File: src/rtl/tdg_pkg.sv
package tdg_pkg;
  typedef enum logic [1:0] {
    ST_HALT  = 2'd0,
    ST_WAIT  = 2'd1,
    ST_COUNT = 2'd2
  } tdg_state_e;

  localparam int unsigned VEC_W        = 8;
  localparam logic [VEC_W-1:0] VEC_VALID_FLAG = 8'd32;
  localparam logic [VEC_W-1:0] VEC_EVT_NUM    = 8'd3;

  function automatic logic [VEC_W-1:0] done_vector();
    return VEC_VALID_FLAG | VEC_EVT_NUM;
  endfunction
endpackage

File: src/rtl/tdg_sync.sv
module tdg_sync #(
  parameter int unsigned STAGES    = 2,
  parameter logic        RESET_VAL = 1'b1
) (
  input  logic clk,
  input  logic rst_n,
  input  logic d_async,
  output logic q_sync
);
  logic [STAGES-1:0] chain;

  always_ff @(posedge clk or negedge rst_n) begin
    if (!rst_n) begin
      chain <= {STAGES{RESET_VAL}};
    end else begin
      chain[0] <= d_async;
      for (int i = 1; i < STAGES; i++) chain[i] <= chain[i-1];
    end
  end

  assign q_sync = chain[STAGES-1];
endmodule

File: src/rtl/tdg_delay_reg.sv
module tdg_delay_reg #(
  parameter int unsigned DATA_W = 32
) (
  input  logic              clk,
  input  logic              rst_n,
  input  logic              halted,
  input  logic              in_valid,
  input  logic [DATA_W-1:0] in_data,
  output logic              in_ready,
  output logic [DATA_W-1:0] delay_q
);
  assign in_ready = halted;

  always_ff @(posedge clk or negedge rst_n) begin
    if (!rst_n)                  delay_q <= '0;
    else if (in_valid && in_ready) delay_q <= in_data;
  end

  a_r2_hold_when_busy: assert property (@(posedge clk) disable iff (!rst_n)
    !in_ready |=> $stable(delay_q));
endmodule

File: src/rtl/tdg_counter.sv
module tdg_counter
  import tdg_pkg::*;
#(
  parameter int unsigned DATA_W    = 32,
  parameter int unsigned STEP_CLKS = 2
) (
  input  logic              clk,
  input  logic              rst_n,
  input  logic              arm,
  input  logic              trig_act,
  input  logic [DATA_W-1:0] load_val,
  output logic [DATA_W-1:0] cnt,
  output logic              halted,
  output logic              done
);
  localparam int unsigned PH_W = (STEP_CLKS > 2) ? $clog2(STEP_CLKS) : 1;
  localparam logic [PH_W-1:0] PH_LAST = PH_W'(STEP_CLKS - 1);
  localparam logic [DATA_W-1:0] ONE = DATA_W'(1);

  tdg_state_e      st, st_nx;
  logic [PH_W-1:0] phase;
  logic            dec;

  assign dec    = (st == ST_COUNT) && (phase == PH_LAST);
  assign halted = (st == ST_HALT);
  assign done   = ((st == ST_WAIT) && trig_act && (cnt == '0)) ||
                  (dec && (cnt == ONE));

  always_comb begin
    st_nx = st;
    unique case (st)
      ST_HALT:  if (arm) st_nx = ST_WAIT;
      ST_WAIT:  if (trig_act) st_nx = (cnt == '0) ? ST_HALT : ST_COUNT;
      ST_COUNT: if (dec && (cnt == ONE)) st_nx = ST_HALT;
      default:  st_nx = ST_HALT;
    endcase
  end

  always_ff @(posedge clk or negedge rst_n) begin
    if (!rst_n) begin
      st    <= ST_HALT;
      cnt   <= '0;
      phase <= '0;
    end else begin
      st <= st_nx;
      if (st == ST_HALT && arm) cnt <= load_val;
      else if (dec)             cnt <= cnt - ONE;
      if (st == ST_COUNT) phase <= dec ? '0 : phase + PH_W'(1);
      else                phase <= '0;
    end
  end

  a_r5_unit_step: assert property (@(posedge clk) disable iff (!rst_n)
    (st == ST_COUNT) |=> (cnt == $past(cnt)) || (cnt == $past(cnt) - ONE));
  a_r5_step_spacing: assert property (@(posedge clk) disable iff (!rst_n)
    dec |=> !dec);
  a_r9_halt_holds: assert property (@(posedge clk) disable iff (!rst_n)
    (st == ST_HALT && !arm) |=> $stable(cnt));
  a_r3_arm_ignored_busy: assert property (@(posedge clk) disable iff (!rst_n)
    (st == ST_COUNT && !dec) |=> (st == ST_COUNT));
endmodule

File: src/rtl/tdg_event.sv
module tdg_event
  import tdg_pkg::*;
(
  input  logic             clk,
  input  logic             rst_n,
  input  logic             fire,
  output logic             evt_valid,
  output logic [VEC_W-1:0] evt_vector
);
  always_ff @(posedge clk or negedge rst_n) begin
    if (!rst_n) begin
      evt_valid  <= 1'b0;
      evt_vector <= '0;
    end else begin
      evt_valid  <= fire;
      evt_vector <= fire ? done_vector() : '0;
    end
  end
endmodule

File: src/rtl/trig_delay_gen.sv
module trig_delay_gen
  import tdg_pkg::*;
#(
  parameter int unsigned DATA_W      = 32,
  parameter int unsigned OUT_W       = 14,
  parameter int unsigned SYNC_STAGES = 2,
  parameter int unsigned STEP_CLKS   = 2
) (
  input  logic              clk,
  input  logic              rst_n,
  input  logic              dly_valid,
  output logic              dly_ready,
  input  logic [DATA_W-1:0] dly_data,
  input  logic              arm,
  input  logic              trig_n,
  output logic [OUT_W-1:0]  par_out,
  output logic              evt_valid,
  output logic [VEC_W-1:0]  evt_vector
);
  localparam int unsigned TRIG_LATENCY = SYNC_STAGES;

  logic              trig_n_s;
  logic [DATA_W-1:0] delay_q;
  logic [DATA_W-1:0] cnt;
  logic              halted;
  logic              done;

  tdg_sync #(.STAGES(TRIG_LATENCY), .RESET_VAL(1'b1)) u_sync (
    .clk(clk), .rst_n(rst_n), .d_async(trig_n), .q_sync(trig_n_s)
  );

  tdg_delay_reg #(.DATA_W(DATA_W)) u_dreg (
    .clk(clk), .rst_n(rst_n), .halted(halted),
    .in_valid(dly_valid), .in_data(dly_data),
    .in_ready(dly_ready), .delay_q(delay_q)
  );

  tdg_counter #(.DATA_W(DATA_W), .STEP_CLKS(STEP_CLKS)) u_cnt (
    .clk(clk), .rst_n(rst_n), .arm(arm), .trig_act(!trig_n_s),
    .load_val(delay_q), .cnt(cnt), .halted(halted), .done(done)
  );

  tdg_event u_evt (
    .clk(clk), .rst_n(rst_n), .fire(done),
    .evt_valid(evt_valid), .evt_vector(evt_vector)
  );

  assign par_out = cnt[OUT_W-1:0];

  a_r8_event_follows_done: assert property (@(posedge clk) disable iff (!rst_n)
    done |=> evt_valid);
  a_r8_single_pulse: assert property (@(posedge clk) disable iff (!rst_n)
    evt_valid |=> !evt_valid);
  a_r8_vector_quiet: assert property (@(posedge clk) disable iff (!rst_n)
    !evt_valid |-> (evt_vector == '0));
  a_r9_halted_after_event: assert property (@(posedge clk) disable iff (!rst_n)
    evt_valid |-> dly_ready);
endmodule

File: config.mk
export PLATFORM = sky130hd
export DESIGN_NAME = trig_delay_gen
export DESIGN_NICKNAME = d
export VERILOG_FILES = /design/src/rtl/tdg_pkg.sv /design/src/rtl/tdg_sync.sv /design/src/rtl/tdg_delay_reg.sv /design/src/rtl/tdg_counter.sv /design/src/rtl/tdg_event.sv /design/src/rtl/trig_delay_gen.sv
export SDC_FILE = /design/constraint.sdc
export NUM_CORES = 1
export LEC_CHECK = 0
export BUFFER_PORTS_ARGS = -buffer_cell sky130_fd_sc_hd__clkbuf_2
export CAP_MARGIN = 10
export CORE_UTILIZATION = 41
export DETAILED_ROUTE_END_ITERATION = 7
export MAX_ROUTING_LAYER = met4
export SLEW_MARGIN = 20
export SYNTH_ARGS = -nofsm -noshare
export SYNTH_HDL_FRONTEND = slang
export SYNTH_SLANG_ARGS = --single-unit
export TNS_END_PERCENT = 30
File: constraint.sdc
create_clock -name clk -period 2.23 [get_ports clk]
set_input_delay 0 -clock clk [delete_from_list [all_inputs] [get_ports clk]]
set_output_delay 0 -clock clk [all_outputs]
set_load 0.01 [all_outputs]
==> flow_summary.json <==
{
  "status": "finished clean",
  "dieArea_um2": 8800,
  "clkTransAtPathRegs_ps": 70,
  "dr_total_vias": 2794,
  "syn_area_per_cell_um2": 10.83,
  "synth_top_family_by_area": "simple AND/OR/NAND/NOR gates",
  "cp.arrival_ps": 2410,
  "synth-seq-cells": 70,
  "via_per_inst": 5.352,
  "clock_latency_ps": 350,
  "synthDistinctLibCells": 52,
  "fin_worst_skew_ps": 9.640,
  "clock.fmax_mhz": 467.7,
  "cts_setup_buffers": 0,
  "cts_tree": "yes",
  "holdWs_ps": 207.5,
  "synthTopCellsByArea": "dfrtp_1, mux2_2, buf_4",
  "synth_area_um2": 3456,
  "layout.cells.non_filler": 522,
  "yosysTopAreaCell": "dfrtp_1",
  "firstDrtPassIters": 4,
  "ys.flop_type": "dfrtp_1",
  "yosys_warnings": 0,
  "synthCells": 319,
  "drive_above_1_share_pct": 34.05,
  "finalCriticalPeriod_ps": 2138,
  "gr-total-overflow": 0,
  "area_growth_pct": 28.35,
  "yosysSeqAreaShare_pct": 50.76,
  "dp.cells": 471,
  "fillCellCount": 774,
  "cts_buffers": 9,
  "cts.sinks": 70,
  "rsz0062_at_grt": "no",
  "finalPower_mw": 5.405,
  "die_h_um": 93.81,
  "ioPinCount": 61,
  "clockBufferDepth": 2,
  "ir_drop_uv": 428.1,
  "antenna_found_initial": 0,
  "wirelength_mm": 8.272,
  "synth_compound_area_share_pct": 14.63,
  "p_leak_nw": 1.917,
  "nNetsFinal": 451,
  "hpwl_mm": 5.462,
  "synth_mux_area_share_pct": 10.72,
  "synthArstFlopShare_pct": 100.0,
  "synthSimpleGateAreaFrac_pct": 15.82,
  "tightest_slew_ps": 910.7,
  "grt_pass1_vias": 2750,
  "synth_top_area_share_pct": 49.24,
  "cp.required_ps": 2500,
  "setup_tns_ps": 0,
  "ant_nets": 0,
  "cp-end-kind": "flop",
  "powerDensity_nw_per_um2": 1219,
  "gp_congestion": 0.8531,
  "crit_path_max_fanout": 3,
  "hp-class": "in -> async",
  "floorplan.initialDensity_pct": 42.27,
  "synth_edf_count": 0,
  "crit_path_start_kind": "flop",
  "dieWidth_um": 93.81,
  "wl_per_cell_um": 15.85,
  "port_buffers": 55,
  "core_area_um2": 8175,
  "htree_levels": 3,
  "drv_cap": 0,
  "hold_viol": 0,
  "track_usage_pct": 21.06,
  "synthXorXnorAreaFrac_pct": 0.2534,
  "cts_root_buf": "clkbuf_8",
  "n_antenna_cell": 0,
  "grt_max_degree": 71,
  "slew_viol_final": 0,
  "rows": 33,
  "drt_iter0_drc": 142,
  "setup_viol": 0,
  "synthAdderAreaFrac_pct": 0.7241,
  "post-route-period-util_pct": 95.88,
  "critical_path_class": "reg -> reg",
  "grt_pass1_wl_mm": 13.76,
  "slew_headroom_pct": 39.06,
  "drc": 0
}
## critical path, cell delays in order (launching register included)
cell	delay (ps)
dfrtp_1	380
or4_4	580
or3_4	360
or4_4	430
o31ai_2	190
o21bai_1	130
## layer usage
layer	track usage (%)	wire [µm]	up-vias
li1	-	-	1353
met1	28.31	3950	1384
met2	31.87	3951	49
met3	3.236	234	8
met4	8.718	136	0
met5	-	0	-
## logic make-up (layout without fill, tap and decap cells)
family | count (synthesis) | count (layout)
buf+inv | 42 | 136
flops | 70 | 70
simple gates | 100 | 100
fa+ha+maj | 2 | 2
mux | 33 | 33
other cells | 1 | 5
xor+xnor | 1 | 1
compound gates | 70 | 70
## where the power goes
part | leakage, nW | total [mW] | switching, mW | internal (mW)
logic | 0.975 | 2.08 | 1.01 | 1.07
registers | 0.846 | 2.36 | 0.486 | 1.87
clock network | 0.0954 | 0.965 | 0.473 | 0.492
## state kept, by name, summed over array words and instances (netlist names)
name and count:
u_dreg.delay_q 32, u_sync.chain 2, u_evt.evt_vector 1, u_cnt.phase 1, u_cnt.cnt 32, u_cnt.st 2
## timing repair
action | in CTS | in global routing
resized for setup | 1 | 10
hold buffers | 35 | 0
endpoints found under the hold margin | 104 | 0
endpoints found under the setup margin | 3 | 12
## layout make-up
cell class	instances	area (µm²)	share of cell area [%]
Tap cell	105	131.4	2.962
Timing Repair Buffer	116	845.8	19.07
Multi-Input combinational cell	211	1503	33.88
Clock buffer	13	168.9	3.808
Clock inverter	3	17.52	0.3949
Sequential cell	70	1754	39.55
Inverter	4	15.01	0.3385
## cells in the mapped netlist, drive strengths merged, types with 2 or more instances
cell / number
a21oi: 9
a221o: 2
a222oi: 2
a22oi: 4
and2: 4
buf: 26
clkbuf: 12
dfrtp: 68
dfstp: 2
ha: 2
inv: 4
mux2: 32
nand2: 32
nand3: 11
nand3b: 2
nand4: 3
nor2: 11
nor2b: 2
nor3: 6
nor3b: 4
nor4: 6
o211ai: 14
o21ai: 14
o311ai: 15
or3: 7
or4: 6
## placed cells by master (no fill, tap or decap), drive strengths merged, types with 4 or more instances in the layout
cell type / netlist / layout
nor4: 6 / 6
a21oi: 9 / 9
dlygate4sd3: 0 / 35
or4: 6 / 6
o21ai: 14 / 14
nor3: 6 / 6
conb: 1 / 5
dfrtp: 68 / 68
o311ai: 15 / 15
o211ai: 14 / 14
nor2: 11 / 11
mux2: 32 / 32
buf: 26 / 27
inv: 4 / 4
or3: 7 / 7
and2: 4 / 4
nand3: 11 / 11
nor3b: 4 / 4
a22oi: 4 / 4
nand2: 32 / 32
clkbuf: 12 / 67
## final timing paths
path,from,slack [ps],end,cells after the start
max,u_cnt.cnt[10],90,u_cnt.cnt[14],5
min,rst_n,210,u_dreg.delay_q[11],3
max reg2reg,u_cnt.cnt[10],90,u_cnt.cnt[14],5
min reg2reg,u_sync.chain[0],360,u_sync.chain[1],0
max in group asynchronous,rst_n,1670,u_sync.chain[1],3
min in group clk,trig_n,290,u_sync.chain[0],2
## metrics by stage
stage	worst slack (ps)	util [%]	area (µm²)
final	91.88	54.25	4436
after global routing	12.82	54.25	4436
after CTS	15.50	53.95	4410
after detailed placement	-46.72	47.35	3871
after global placement	16.69	47.35	3871
after floorplan	9.331	-	3471
(Power assumes the default switching activity.)
